$ cat config.mk
export PLATFORM = sky130hd
export DESIGN_NAME = kc_pos_counter
export DESIGN_NICKNAME = d
export VERILOG_FILES = /design/src/rtl/kc_pkg.sv /design/src/rtl/kc_token_ring.sv /design/src/rtl/kc_upper_count.sv /design/src/rtl/kc_strobe_decode.sv /design/src/rtl/kc_pos_counter.sv
export SDC_FILE = /design/constraint.sdc
export NUM_CORES = 1
export LEC_CHECK = 0
export BUFFER_PORTS_ARGS = -buffer_cell sky130_fd_sc_hd__buf_2
export CAP_MARGIN = 20
export CORE_AREA = 2 2 39 41
export CTS_CLUSTER_SIZE = 40
export DETAILED_ROUTE_END_ITERATION = 10
export DIE_AREA = 0 0 41 43
export SLEW_MARGIN = 0
export SYNTH_ARGS = -nofsm -noshare
export SYNTH_HDL_FRONTEND = slang
export SYNTH_SLANG_ARGS = --single-unit
$ cat constraint.sdc
create_clock -name clk -period 1.5 [get_ports clk]
set_clock_uncertainty 0.2 [all_clocks]
set_input_delay 0.3 -clock clk [delete_from_list [all_inputs] [get_ports clk]]
set_output_delay 0.3 -clock clk [all_outputs]
set_load 0.005 [all_outputs]
$ cat src/rtl/kc_pkg.sv
package kc_pkg;
    localparam int unsigned LOW_W    = 2;
    localparam int unsigned RING_N   = 1 << LOW_W;
    localparam int unsigned HIGH_W   = 3;
    localparam int unsigned POS_W    = LOW_W + HIGH_W;
    localparam int unsigned LAST_POS = (1 << POS_W) - 1;

    typedef logic [RING_N-1:0] ring_t;
    typedef logic [HIGH_W-1:0] upper_t;

    typedef struct packed {
        upper_t           upper;
        logic [LOW_W-1:0] lane;
    } pos_t;

    // Encode a one-hot (or empty) ring into its stage index.
    function automatic logic [LOW_W-1:0] ring_index(ring_t r);
        logic [LOW_W-1:0] idx;
        idx = '0;
        for (int k = 0; k < RING_N; k++) begin
            if (r[k]) idx = idx | LOW_W'(k);
        end
        return idx;
    endfunction
endpackage

$ cat src/rtl/kc_token_ring.sv
module kc_token_ring
    import kc_pkg::*;
(
    input  logic  clk,
    input  logic  rst,
    input  logic  start_i,
    input  logic  upper_full_i,
    output ring_t ring_o,
    output logic  wrap_o
);
    ring_t ring_q;
    ring_t ring_d;
    logic  last_tok;
    logic  idle;
    logic  final_step;
    logic  accept;
    logic  recirc;

    assign last_tok   = ring_q[RING_N-1];
    assign idle       = ~|ring_q;
    assign final_step = last_tok & upper_full_i;
    assign accept     = start_i & (idle | final_step);
    assign recirc     = last_tok & ~upper_full_i;

    always_comb begin
        ring_d = {ring_q[RING_N-2:0], recirc | accept};
    end

    always_ff @(posedge clk) begin
        if (rst) ring_q <= '0;
        else     ring_q <= ring_d;
    end

    assign ring_o = ring_q;
    assign wrap_o = last_tok;
endmodule

$ cat src/rtl/kc_upper_count.sv
module kc_upper_count
    import kc_pkg::*;
(
    input  logic   clk,
    input  logic   rst,
    input  logic   step_i,
    output upper_t upper_o,
    output logic   full_o
);
    upper_t cnt_q;

    always_ff @(posedge clk) begin
        if (rst)         cnt_q <= '0;
        else if (step_i) cnt_q <= cnt_q + HIGH_W'(1);
    end

    assign upper_o = cnt_q;
    assign full_o  = &cnt_q;
endmodule

$ cat src/rtl/kc_strobe_decode.sv
module kc_strobe_decode
    import kc_pkg::*;
#(
    parameter int unsigned               NUM_STB = 4,
    parameter logic [NUM_STB*POS_W-1:0] STB_POS = {5'd31, 5'd17, 5'd5, 5'd0}
) (
    input  ring_t              ring_i,
    input  upper_t             upper_i,
    output logic [NUM_STB-1:0] strobe_o
);
    for (genvar i = 0; i < NUM_STB; i++) begin : g_stb
        localparam logic [POS_W-1:0] P = STB_POS[i*POS_W +: POS_W];
        assign strobe_o[i] = ring_i[P[LOW_W-1:0]] & (upper_i == P[POS_W-1:LOW_W]);
    end
endmodule

$ cat src/rtl/kc_pos_counter.sv
module kc_pos_counter
    import kc_pkg::*;
#(
    parameter int unsigned               NUM_STB = 4,
    parameter logic [NUM_STB*POS_W-1:0] STB_POS = {5'd31, 5'd17, 5'd5, 5'd0}
) (
    input  logic               clk,
    input  logic               rst,
    input  logic               start_i,
    output logic               busy_o,
    output logic [NUM_STB-1:0] strobe_o,
    output logic [POS_W-1:0]   pos_o
);
    ring_t  ring_w;
    upper_t upper_w;
    logic   wrap_w;
    logic   full_w;
    pos_t   pos_w;

    kc_token_ring u_ring (
        .clk          (clk),
        .rst          (rst),
        .start_i      (start_i),
        .upper_full_i (full_w),
        .ring_o       (ring_w),
        .wrap_o       (wrap_w)
    );

    kc_upper_count u_upper (
        .clk     (clk),
        .rst     (rst),
        .step_i  (wrap_w),
        .upper_o (upper_w),
        .full_o  (full_w)
    );

    kc_strobe_decode #(
        .NUM_STB (NUM_STB),
        .STB_POS (STB_POS)
    ) u_dec (
        .ring_i   (ring_w),
        .upper_i  (upper_w),
        .strobe_o (strobe_o)
    );

    always_comb begin
        pos_w.upper = upper_w;
        pos_w.lane  = ring_index(ring_w);
    end

    assign busy_o = |ring_w;
    assign pos_o  = pos_w;
endmodule

# Word-level counts from Yosys, hierarchy flattened
# Index checks and enable logic that the tools add are counted.
[classes]
addsub = 1
eq_ne = 3
mux = 3
bitwise = 10
reduce_logical = 4
[op_table]
columns = ["cell", "count"]
rows = [
  ["bitwise AND 1 bit", 7],
  ["equality test 3 bit (second input constant)", 2],
  ["2-to-1 mux 2 bit", 2],
  ["OR reduction 4 bit", 1],
  ["adder 3 x 1 -> 3 bit (second input constant)", 1],
  ["equality test 3 x 1 -> 1 bit (second input constant)", 1],
  ["zero test 3 bit", 1],
  ["AND reduction 3 bit", 1],
  ["bitwise OR 1 bit", 2],
  ["zero test 1 bit", 1],
  ["2-to-1 mux 1 bit", 1],
  ["NOT 1 bit", 1],
]
[word_totals]
register_bits = 7
input_bits = 3

# Longest topological paths before layout
[logic_depth]
ltp_word = 5
mapped_depth = 4

# Modules after synthesis
# Synthesis repeated with hierarchy kept, for this count alone.
[unflattened]
cells_unflattened = 33
hier_area_um2 = 356.6
[modules_own_cells]
columns = ["mod", "instances", "cells_per_inst", "area_per_inst_um2"]
rows = [
  ["kc_token_ring", 1, 15, 161.4],
  ["kc_upper_count", 1, 11, 125.1],
  ["kc_strobe_decode", 1, 4, 50.0],
  ["kc_pos_counter", 1, 3, 20.0],
]

# Worst setup path before layout
# No wires, ideal clock.
[synth_timing]
path_kind = "flip-flop to output port"
startpoint = "reg u_ring.ring_q[3], in the netlist u_ring.ring_o[3]"
endpoint = "out busy_o"
arrival_ns = 0.944
required_ns = 1.000
slack_ns = 0.056
path_stages_with_launch = 3
n_path_buf = 1
cell_sequence = "dfxtp_1 > buf_6 > or4_4"
[synth_between]
elab_chain_len = 1
[synth_lines]
columns = ["item", "line", "rtl"]
rows = [
  ["start, declared", "kc_token_ring.sv:11", "ring_t ring_q;"],
  ["start signal, assigned", "kc_token_ring.sv:31", "else ring_q <= ring_d;"],
  ["OR reduction 4 bit", "kc_pos_counter.sv:51", "assign busy_o = |ring_w;"],
  ["end, declared", "kc_pos_counter.sv:10", "output logic busy_o,"],
]
# No other way between the ends.

# Final worst setup path
[layout_timing]
startpoint = "reg u_ring.ring_q[1], in the netlist u_ring.ring_o[1]"
endpoint = "out busy_o"
# The elaborated chain is that of the path after synthesis.

==> results by stage <==
Run status:
- The flow ran to the end, but the final reports show violations.
- The final reports fail on setup timing.

Critical path:
- STA classifies the critical path endpoint as a primary output.
- Walking the worst path, the cells encountered are or4_4, buf_6.
- The count of buffering cells on the critical path with inverters included is 1.
- The slack of the worst reg-to-reg path is 0.13 ns.
- Data arrives at the worst endpoint at about 1.2 ns.
- Of all nets on the critical path, the largest fanout is 2.
- The cell type group with the largest total delay on the critical path is simple AND/OR/NAND/NOR gates.
- The critical path class is reg -> out.
- The delay of the slowest cell on the worst path is 0.54 ns.
- The type of element launching the critical path is a flip-flop.
- On the critical path, the stage with the largest delay is an instance of sky130_fd_sc_hd__or4_4.
- The required time reported for the critical path endpoint is 1.00 ns.

Power:
- The overall power consumption is about 440 uW.
- In this run the power density over the cells is 648 nW/um^2.
- The leakage power figure is between 0.3 and 0.4 nW.
- The worst ir drop on vdd is about 0.00020 V.

Timing:
- The slew at the pin closest to its max-slew limit is 0.197 ns.
- The total setup violations reported at the end of the flow is 7.
- The hold slack is 0.118 ns.
- The number of max-slew violations in the final report was 0.
- Subtracting the final worst setup slack from the clock period gives roughly 1.7 ns.
- Headroom to the max-slew limit came out at 0.869.
- The top achievable clock speed is between 500 and 600 MHz.
- The count of final hold-check violations is 0.
- The ratio of final minimum period to clock period is 1.16.
- Once routing completed, OpenROAD measured the worst setup slack at -0.241 ns.
- For the final routed database, the setup TNS stands at -1.06 ns.
- Setup repair after global routing could not meet its margin everywhere.

Route:
- The first-pass iteration count of the detailed router is 3.
- The total detailed-routing wirelength is 841 um.
- The detail route stage leaves a number of antenna-violating nets equal to 0.
- For this run, design rule violations remaining after detail routing come to 0.
- The average routed wire per standard cell is 10.5 um.
- Summing over every cut layer, the via total after detailed routing is 349.
- The detail-routed via count per cell is roughly 4.4.
- The detailed router finished its first iteration with 3 violations.

Floorplan:
- The vertical die dimension is ~43 um.
- In this run the horizontal extent of the chip is between 40 and 50 um.
- The effective utilization at floorplan is 0.255.
- The core region is around 1400 sq um.
- The die area is between 1500 and 2000 sq um.
- The count of pins on the block boundary is 13.
- The placement row count is 14.

Synthesis:
- The portion of the post-synthesis area used by sequential elements is 0.397.
- For this run, asynchronously set or reset flops after synthesis account for 0.
- The average instance area after synthesis is just under 10 sq um.
- The most common cell in the synthesized netlist is sky130_fd_sc_hd__dfxtp_1.
- The commonest register cell after synthesis is sky130_fd_sc_hd__dfxtp_1.
- The synthesized netlist occupies a cell area of around 350 sq um.
- Yosys attributes the largest share of cell area to sky130_fd_sc_hd__dfxtp_1 (40%), sky130_fd_sc_hd__ha_1 (14%), sky130_fd_sc_hd__nor2b_1 (7.1%).
- The library cell occupying the most area in the post-synthesis netlist is sky130_fd_sc_hd__dfxtp_1.
- After technology mapping, the gate count stands at 36.
- The number of nets in the synthesized netlist is 43.
- The number of warnings issued by yosys is 0.
- By count the netlist is led by sky130_fd_sc_hd__dfxtp_1 (7), sky130_fd_sc_hd__nor2_1 (5), sky130_fd_sc_hd__ha_1 (4), sky130_fd_sc_hd__nor2b_1 (4), sky130_fd_sc_hd__inv_1 (3).
- The area share of the largest cell type after synthesis is 0.397.
- The total of flip-flops plus latches after synthesis is 7.
- The distinct cell type count after synthesis is 15.
- The count of flip-flops with a built-in enable after synthesis is 0.

Placement:
- The routability congestion estimate is around 0.69.
- The HPWL after detailed placement is 545 um.
- The cell area after placement is about 470 sq um.
- The number of input and output port buffers inserted is 12.

Clocking:
- The clock insertion delay at the later pin of the skew report is around 0.25 ns.
- The longest clock path from root to sink contains 2 buffers.
- The number of clock buffers added by TritonCTS is 3.
- For this design, the sink count on the clock tree is 7.
- The number of levels in the clock H-tree is 1.
- The number of buffers inserted by hold repair at cts is 0.
- The clock transition at the registers of the reported paths is about 0.050 ns.
- The tree is rooted in a sky130_fd_sc_hd__clkbuf_4.
- The clock tree from TritonCTS is built.

Global routing:
- The global-route wire length before repair is between 1000 and 1500 um.
- The via count of the first global-routing pass came to 322.
- The largest net degree at the start of global routing is 9.
- The initial antenna violation count is 0.
- The remaining global-route overflow is 0.
- In the global route stage, overall resource usage came out at 0.107.

Run:
- The reported max-cap violation count is 0.

Cells and area:
- The share of post-route cells with drive strength above 1 is 0.703.
- For this run, the post-layout net count is between 70 and 80.
- The post-synthesis to final-layout area growth is 91.5%.
- After routing the design area is just under 700 sq um.
- The number of antenna diodes in the final layout is 0.

Worst hold path:
- The min-delay analysis places its worst path in the category in -> reg.
-- registers in the layout, summed over array words and instances, names as in the netlist --
register         count
u_upper.upper_o      3
u_ring.ring_o        4
-- power by group --
part           total, mW  switching, mW  leakage (nW)  internal, mW
Clock              0.174         0.0725        0.0150         0.102
Combinational     0.0702         0.0236         0.234        0.0466
Sequential         0.194        0.00442        0.0597         0.189
Total              0.438          0.100         0.309         0.338
-- cells by family (layout without fill, tap and decap cells) --
family                   after synthesis  count (layout)  share of synthesized area
adder cells (fa/ha/maj)                4               4                      0.142
XOR/XNOR                               1               1                     0.0248
multiplexers                           2               2                     0.0567
buffers and inverters                  4              32                     0.0638
AO/OA/AOI/OAI                          1               1                     0.0461
AND/OR/NAND/NOR                       17              17                      0.270
flip-flops                             7               7                      0.397
-- repair_timing --
action / 4_1_cts / 5_1_grt
pin swaps: 7 / 4
endpoints found under the setup margin: 7 / 8
gates resized for setup: 24 / 12
buffers inserted: 6 / 2
-- final cells by class --
class                           instances  area, sq um
Clock buffer                            4         26.3
Fill cell                             129          708
Inverter                                3         18.8
Multi-Input combinational cell         25          241
Sequential cell                         7          151
Tap cell                               16         20.0
Timing Repair Buffer                   25          218
-- routing by layer --
layer  up-vias  wire, um  part of all wire  track usage
met3         3        51             0.061       0.0157
met2        15       412              0.49        0.175
met5         -         0                 0            0
met1       157       349              0.41        0.115
li1        174         -                 -            -
met4         0        27             0.032       0.0800
-- cell usage in the layout, fill, tap and decap left out, types with 2 or more instances in the layout --
master                     netlist  layout
sky130_fd_sc_hd__nor2_1          5       5
sky130_fd_sc_hd__buf_2           0       6
sky130_fd_sc_hd__ha_4            0       3
sky130_fd_sc_hd__mux2i_1         2       2
sky130_fd_sc_hd__or2_4           0       2
sky130_fd_sc_hd__dfxtp_4         0       2
sky130_fd_sc_hd__dfxtp_1         7       2
sky130_fd_sc_hd__buf_6           1      12
sky130_fd_sc_hd__clkbuf_4        0       3
sky130_fd_sc_hd__nor2b_1         4       4
sky130_fd_sc_hd__buf_4           0       7
sky130_fd_sc_hd__nand2_1         2       2
sky130_fd_sc_hd__dfxtp_2         0       3
-- worst register-to-register path, cell delays in order, from the launching register on --
cell	delay (ns)
sky130_fd_sc_hd__dfxtp_2	0.32
sky130_fd_sc_hd__or4_4	0.54
sky130_fd_sc_hd__buf_4	0.15
sky130_fd_sc_hd__o32ai_2	0.07
-- metrics by stage --
step | std cells | setup slack [ns] | util
2_1_floorplan | 36 | 0.0563 | -
3_3_place_gp | 69 | 0.0220 | 0.337
3_5_place_dp | 69 | 0.00347 | 0.337
4_1_cts | 79 | -0.235 | 0.452
5_1_grt | 80 | -0.264 | 0.488
6_report | 80 | -0.241 | 0.488
-- final timing paths --
check,from,to,cells past startpoint
worst max-delay path,u_ring.ring_o[1],busy_o,2
worst min-delay path,rst,u_ring.ring_o[3],2
worst max register to register,u_ring.ring_o[1],u_ring.ring_o[0],3
worst min register to register,u_ring.ring_o[2],u_ring.ring_o[3],1
(Power assumes the default switching activity.)
